==> src/rtl/hook_ser_xlat.sv <==
module hook_ser_xlat #(
  parameter int CLK_DIV    = 2,
  parameter int DEB_CYCLES = 8,
  parameter int NUM_REGS   = 4,
  parameter int HOOK_BIT   = 0
) (
  input  logic                  clk,
  input  logic                  rst_n,
  input  logic                  hook_cmd,
  input  logic                  offhook_pol,
  input  logic                  wr_btn,
  input  logic [NUM_REGS*8-1:0] cfg_sw,
  output logic                  sclk,
  output logic                  cs_n,
  output logic                  sdo,
  output logic                  busy
);

  localparam int DCW = $clog2(DEB_CYCLES + 1);
  localparam int CDW = $clog2(CLK_DIV + 1);
  localparam int RW  = $clog2(NUM_REGS + 1);

  typedef enum logic [1:0] {S_IDLE, S_SHIFT, S_GAP} st_t;

  logic [1:0]     hk_s, bt_s;
  logic [1:0]     lvl, chg;
  logic [DCW-1:0] dcnt [2];
  logic           pend_a, pend_m;
  st_t            st;
  logic [CDW-1:0] ccnt;
  logic [4:0]     ph;
  logic [RW-1:0]  fidx;
  logic           man, hook_q;
  logic [15:0]    shreg;

  always_ff @(posedge clk or negedge rst_n)
    if (!rst_n) begin
      hk_s <= '0;
      bt_s <= '0;
    end else begin
      hk_s <= {hk_s[0], hook_cmd};
      bt_s <= {bt_s[0], wr_btn};
    end

  wire [1:0] raw = {bt_s[1], hk_s[1]};

  always_ff @(posedge clk or negedge rst_n)
    if (!rst_n) begin
      lvl <= '0;
      chg <= '0;
      for (int g = 0; g < 2; g++) dcnt[g] <= '0;
    end else begin
      for (int g = 0; g < 2; g++) begin
        chg[g] <= 1'b0;
        if (raw[g] == lvl[g]) dcnt[g] <= '0;
        else if (dcnt[g] == DCW'(DEB_CYCLES - 1)) begin
          lvl[g]  <= raw[g];
          dcnt[g] <= '0;
          chg[g]  <= 1'b1;
        end else dcnt[g] <= dcnt[g] + 1'b1;
      end
    end

  wire hook_evt = chg[0];
  wire btn_evt  = chg[1] & lvl[1];
  wire start    = (st == S_IDLE) && (pend_a || pend_m);
  wire tick     = (ccnt == CDW'(CLK_DIV - 1));
  wire [RW-1:0] last_idx = man ? '0 : RW'(NUM_REGS - 1);

  logic [RW-1:0] ld_idx;
  logic          ld_man, ld_hk;
  logic [7:0]    ld_addr, ld_data;

  always_comb begin
    ld_idx = (st == S_IDLE) ? '0 : fidx + 1'b1;
    ld_man = (st == S_IDLE) ? !pend_a : man;
    ld_hk  = (st == S_IDLE) ? (pend_a ? (lvl[0] ~^ offhook_pol) : offhook_pol) : hook_q;
    ld_addr = (ld_man || ld_idx == RW'(NUM_REGS - 1)) ? 8'd0 : 8'(ld_idx) + 8'd1;
    ld_data = '0;
    for (int k = 0; k < NUM_REGS; k++)
      if (ld_addr == 8'(k)) ld_data = cfg_sw[k*8 +: 8];
    if (ld_addr == 8'd0) ld_data[HOOK_BIT] = ld_hk;
  end

  always_ff @(posedge clk or negedge rst_n)
    if (!rst_n) begin
      pend_a <= 1'b0;
      pend_m <= 1'b0;
    end else begin
      if (hook_evt) pend_a <= 1'b1;
      else if (start && pend_a) pend_a <= 1'b0;
      if (btn_evt) pend_m <= 1'b1;
      else if (start && !pend_a) pend_m <= 1'b0;
    end

  always_ff @(posedge clk or negedge rst_n)
    if (!rst_n) begin
      st     <= S_IDLE;
      ccnt   <= '0;
      ph     <= '0;
      fidx   <= '0;
      man    <= 1'b0;
      hook_q <= 1'b0;
      shreg  <= '0;
    end else begin
      case (st)
        S_IDLE:
          if (start) begin
            st     <= S_SHIFT;
            shreg  <= {ld_addr, ld_data};
            fidx   <= '0;
            man    <= ld_man;
            hook_q <= ld_hk;
            ph     <= '0;
            ccnt   <= '0;
          end
        S_SHIFT: begin
          ccnt <= tick ? '0 : ccnt + 1'b1;
          if (tick) begin
            if (ph == 5'd31) st <= S_GAP;
            else begin
              ph <= ph + 1'b1;
              if (ph[0]) shreg <= {shreg[14:0], 1'b0};
            end
          end
        end
        S_GAP: begin
          ccnt <= tick ? '0 : ccnt + 1'b1;
          if (tick) begin
            if (fidx == last_idx) st <= S_IDLE;
            else begin
              st    <= S_SHIFT;
              fidx  <= ld_idx;
              shreg <= {ld_addr, ld_data};
              ph    <= '0;
            end
          end
        end
        default: st <= S_IDLE;
      endcase
    end

  assign sclk = (st == S_SHIFT) & ph[0];
  assign cs_n = (st != S_SHIFT);
  assign sdo  = shreg[15];
  assign busy = (st != S_IDLE);

  p_deb_level_r2: assert property (@(posedge clk) disable iff (!rst_n)
    chg[0] |-> (lvl[0] == $past(hk_s[1])))
    else $error("p_deb_level_r2");

  p_sdo_hold_high_r6: assert property (@(posedge clk) disable iff (!rst_n)
    sclk |-> $stable(sdo))
    else $error("p_sdo_hold_high_r6");

  p_busy_with_cs_r7: assert property (@(posedge clk) disable iff (!rst_n)
    $rose(busy) |-> !cs_n)
    else $error("p_busy_with_cs_r7");

  p_start_from_pend_r8: assert property (@(posedge clk) disable iff (!rst_n)
    $rose(busy) |-> $past(pend_a || pend_m))
    else $error("p_start_from_pend_r8");

  p_auto_first_r8: assert property (@(posedge clk) disable iff (!rst_n)
    (start && pend_a && pend_m) |=> (!man && pend_m))
    else $error("p_auto_first_r8");

  p_manual_single_r5: assert property (@(posedge clk) disable iff (!rst_n)
    (busy && man) |-> (fidx == '0))
    else $error("p_manual_single_r5");

endmodule

==> config.mk <==
export PLATFORM = sky130hd
export DESIGN_NAME = hook_ser_xlat
export DESIGN_NICKNAME = d
export VERILOG_FILES = /design/src/rtl/hook_ser_xlat.sv
export SDC_FILE = /design/constraint.sdc
export NUM_CORES = 1
export LEC_CHECK = 0
export ABC_CLOCK_PERIOD_IN_PS = 4400
export BUFFER_PORTS_ARGS = -buffer_cell sky130_fd_sc_hd__buf_2
export CAP_MARGIN = 5
export CORE_ASPECT_RATIO = 1.5
export CORE_UTILIZATION = 60
export DETAILED_ROUTE_END_ITERATION = 10
export GPL_TIMING_DRIVEN = 0
export HOLD_SLACK_MARGIN = 0.03
export PLACE_DENSITY = 0.92
export SYNTH_ARGS = -nofsm -noshare
export SYNTH_HDL_FRONTEND = slang
export SYNTH_SLANG_ARGS = --single-unit
==> constraint.sdc <==
create_clock -name clk -period 4.4 [get_ports clk]
set_input_delay 0.44 -clock clk [delete_from_list [all_inputs] [get_ports clk]]
set_output_delay 0.44 -clock clk [all_outputs]
set_load 0.02 [all_outputs]
==> summary.txt <==
Min path
  • Worst Hold End: bt_s[0]$_DFF_PN0_
  • Min-delay src: wr_btn
  • Worst Hold Depth: 1
  • HP Class: input port to flop

STA
  • Slew @ Worst Pin: 1020 ps
  • Min Tclk post-route: 3340 ps
  • Rel. slew slack: 31.9%
  • Final Cycle Share: 75.9%
  • Final worst slack: 1060 ps
  • Maximum clock rate: 299 MHz
  • Final max-slew violation count: 0
  • Fin Clk Skew: 8.11 ps
  • Hold Fails Final Rpt: 0
  • Setup violators final: 0
  • RSZ-0062 raised after global routing: false
  • Final TNS setup: 0 ps

Global route
  • Largest net degree at the start of global routing: 49
  • Number of global-route vias before repair: 2,277
  • Total GRT Usage: 26.1%
  • First-pass GRT wire length: 9650 microns
  • Initial antenna violation count: 0
  • Grt ovf: 0

Critical path
  • Worst r2r path cells: 11
  • Worst r2r src: st[1]$_DFFE_PN0P_
  • Critical path arrival: 3560 ps
  • Required @ worst endpoint: 4620 ps
  • R2r endpoint: shreg[3]$_DFFE_PN0P_
  • Worst setup SP type: flop
  • Worst setup path category: flop to flop
  • CP max FO: 10
  • Reg2reg setup slack: 1060 ps
  • CP Capture Type: flop

Clocking
  • Clock tree buffer depth: 2
  • CTS tree: built
  • H-tree depth: 2
  • Clock sinks: 48
  • Clk Tree Root Cell: clkbuf_8
  • Worst skew pair latency: 300 ps
  • CTS resizes: 0
  • Setup Fix Bufs, Post-CTS: 0
  • Clock slew at reported path FFs: 80 ps
  • Post-CTS Hold Fix Bufs: 0
  • Total CTS buffers: 5

Floorplan
  • Chip Height: 83.2 microns
  • Die area: 4670 sq um
  • Core Region: 4210 sq um
  • Die Wd: 56.1 microns
  • IO Pins: 41
  • FP Rows: 29
  • Initial Util: 62.7%

Cells and area
  • Nets@finish: 373
  • Commonest cells after routing, fill and taps aside: 48 x dfrtp_1, 41 x buf_2, 29 x nor2_1
  • ANT cells: 0
  • Share of cells above drive strength 1: 18.4%
  • Final core occ: 70.9%
  • Most common cell after layout, fill and taps aside: dfrtp_1
  • Area growth, synth to finish: 13.1%

Synthesis
  • Post-synthesis simple-gate area fraction: 19.6%
  • Synth Area in Compound Gates: 22.0%
  • Yosys warning count: 0
  • Largest family of logic cells by synthesized area: compound AO/OA/AOI/OAI gates
  • Asr flop ratio synth: 100%
  • Syn Nets: 327
  • Adder-Cell Fraction of Synth Area: 5.22%
  • #FFs+latches synth: 48
  • Post-synthesis sequential area ratio: 45.5%
  • Mapped Area: 2640 sq um
  • Syn Area/Cell: 9.46 sq um
  • Most used DFF post-synth: dfrtp_1
  • Count of cell types in the netlist: 50
  • Number of flops mapped to enable cells by yosys: 0
  • Mux share of post-synthesis cell area: 1.71%
  • Synth Area in XOR/XNOR: 2.99%
  • Cells after Synth: 279

Outcome
  • Status: complete, no violations

Power and ir drop
  • Overall power after layout: 0.00222 W
  • Pleak: 1.35 nW
  • Power per standard cell area: 743 nW/um^2
  • Max IR drop VDD: 0.519 mV

Route
  • Average wire per standard cell: 15.3 microns
  • Drt pass-1 iters: 4
  • WL final: 5680 microns
  • Iteration-0 DRC count of the detailed router: 97
  • Antenna viol nets, final: 0
  • Via density: 6.20
  • Vias: 2,307
  • DRC: 0

Place
  • Pre-CTS setup slack: 1120 ps
  • Port Buffers: 39
  • Final HPWL DP: 4300 microns
  • GPL Wtd Cong: 0.839

Run
  • Max cap viols: 0
flip-flops by register name (all words and copies together) (netlist names), 2 cells and up:
signal and count:
st 2, shreg 16, lvl 2, chg 2, bt_s 2, ccnt 2, ph 5, hk_s 2
fidx 3, dcnt 8
worst max-delay path, cell delays in order, from the launching register on:
cell and delay (ps):
dfrtp_1 430, inv_1 90, ha_1 220, buf_6 160, clkbuf_1 310, nor2b_1 100
ha_1 390, or2_2 310, a21oi_1 540, o21ai_0 160, a311o_1 360, a31oi_1 180
worst max path at each step:
stage	start	to	slack, ps	cells after the start
final	st[1]$_DFFE_PN0P_	shreg[3]$_DFFE_PN0P_	1060	11
after global routing	st[0]$_DFFE_PN0P_	shreg[3]$_DFFE_PN0P_	730	11
after CTS	st[0]$_DFFE_PN0P_	shreg[3]$_DFFE_PN0P_	1100	11
after detailed placement	st[0]$_DFFE_PN0P_	shreg[3]$_DFFE_PN0P_	1120	11
after global placement	st[0]$_DFFE_PN0P_	shreg[1]$_DFFE_PN0P_	1200	11
after floorplan	st[0]$_DFFE_PN0P_	shreg[1]$_DFFE_PN0P_	1600	12
final cells by class:
| type | count | area (sq um) |
|---|---|---|
| Buffer | 12 | 58.8 |
| Clock buffer | 7 | 86.3 |
| Clock inverter | 1 | 7.51 |
| Fill cell | 327 | 1220 |
| Inverter | 5 | 18.8 |
| Multi-Input combinational cell | 214 | 1360 |
| Sequential cell | 48 | 1200 |
| Tap cell | 46 | 57.6 |
| Timing Repair Buffer | 39 | 195 |
per-layer routing:
metal / GRT usage [%] / share of wire [%] / wire length, microns
met1: 29.3 / 39 / 2210
met2: 47.4 / 54 / 3070
met5: 0 / 0 / 0
met4: 11.5 / 3.7 / 208
met3: 4.21 / 3.4 / 193
metrics by stage:
stage / hold slack (ps) / area [sq um] / instances
after floorplan: 144 / 2640 / 279
after global placement: 334 / 2890 / 364
after detailed placement: 345 / 2890 / 364
after CTS: 239 / 2990 / 372
after global routing: 230 / 2990 / 372
final: 251 / 2990 / 372
synth_stat cells (3+ instances only):
cell type | count | area share, %
and2_1 | 3 | 0.71
a22o_1 | 4 | 1.3
o21ai_0 | 22 | 4.2
nand3_1 | 8 | 1.5
a21oi_1 | 23 | 4.4
nor3b_1 | 4 | 1.1
clkbuf_1 | 8 | 1.1
nor2b_1 | 8 | 1.9
o22ai_1 | 7 | 1.7
xor2_1 | 3 | 1.0
inv_1 | 5 | 0.71
ha_1 | 11 | 5.2
nand2b_1 | 3 | 0.71
and3_1 | 3 | 0.71
a311o_1 | 7 | 2.7
dfrtp_1 | 48 | 46
xnor2_1 | 6 | 2.0
nand2_1 | 25 | 3.6
a31oi_1 | 8 | 1.9
a21o_1 | 3 | 0.85
nor2_1 | 29 | 4.1
nor3_1 | 4 | 0.76
mux2_2 | 4 | 1.7
nand3b_1 | 3 | 0.85
logic make-up after synthesis:
kind of cell,after synthesis
adders and majority gates,11
DFF,48
buffers and inverters,17
AOI/OAI and AO/OA,89
and+or+nand+nor,101
muxes,4
xor gates and xnor gates,9
power breakdown:
group / total (W) / switching (W) / internal [W]
clock network: 0.000266 / 0.000138 / 0.000128
registers: 0.000660 / 0.0000908 / 0.000569
logic: 0.00129 / 0.000782 / 0.000511
No activity file was read; power rests on OpenSTA's default activity.
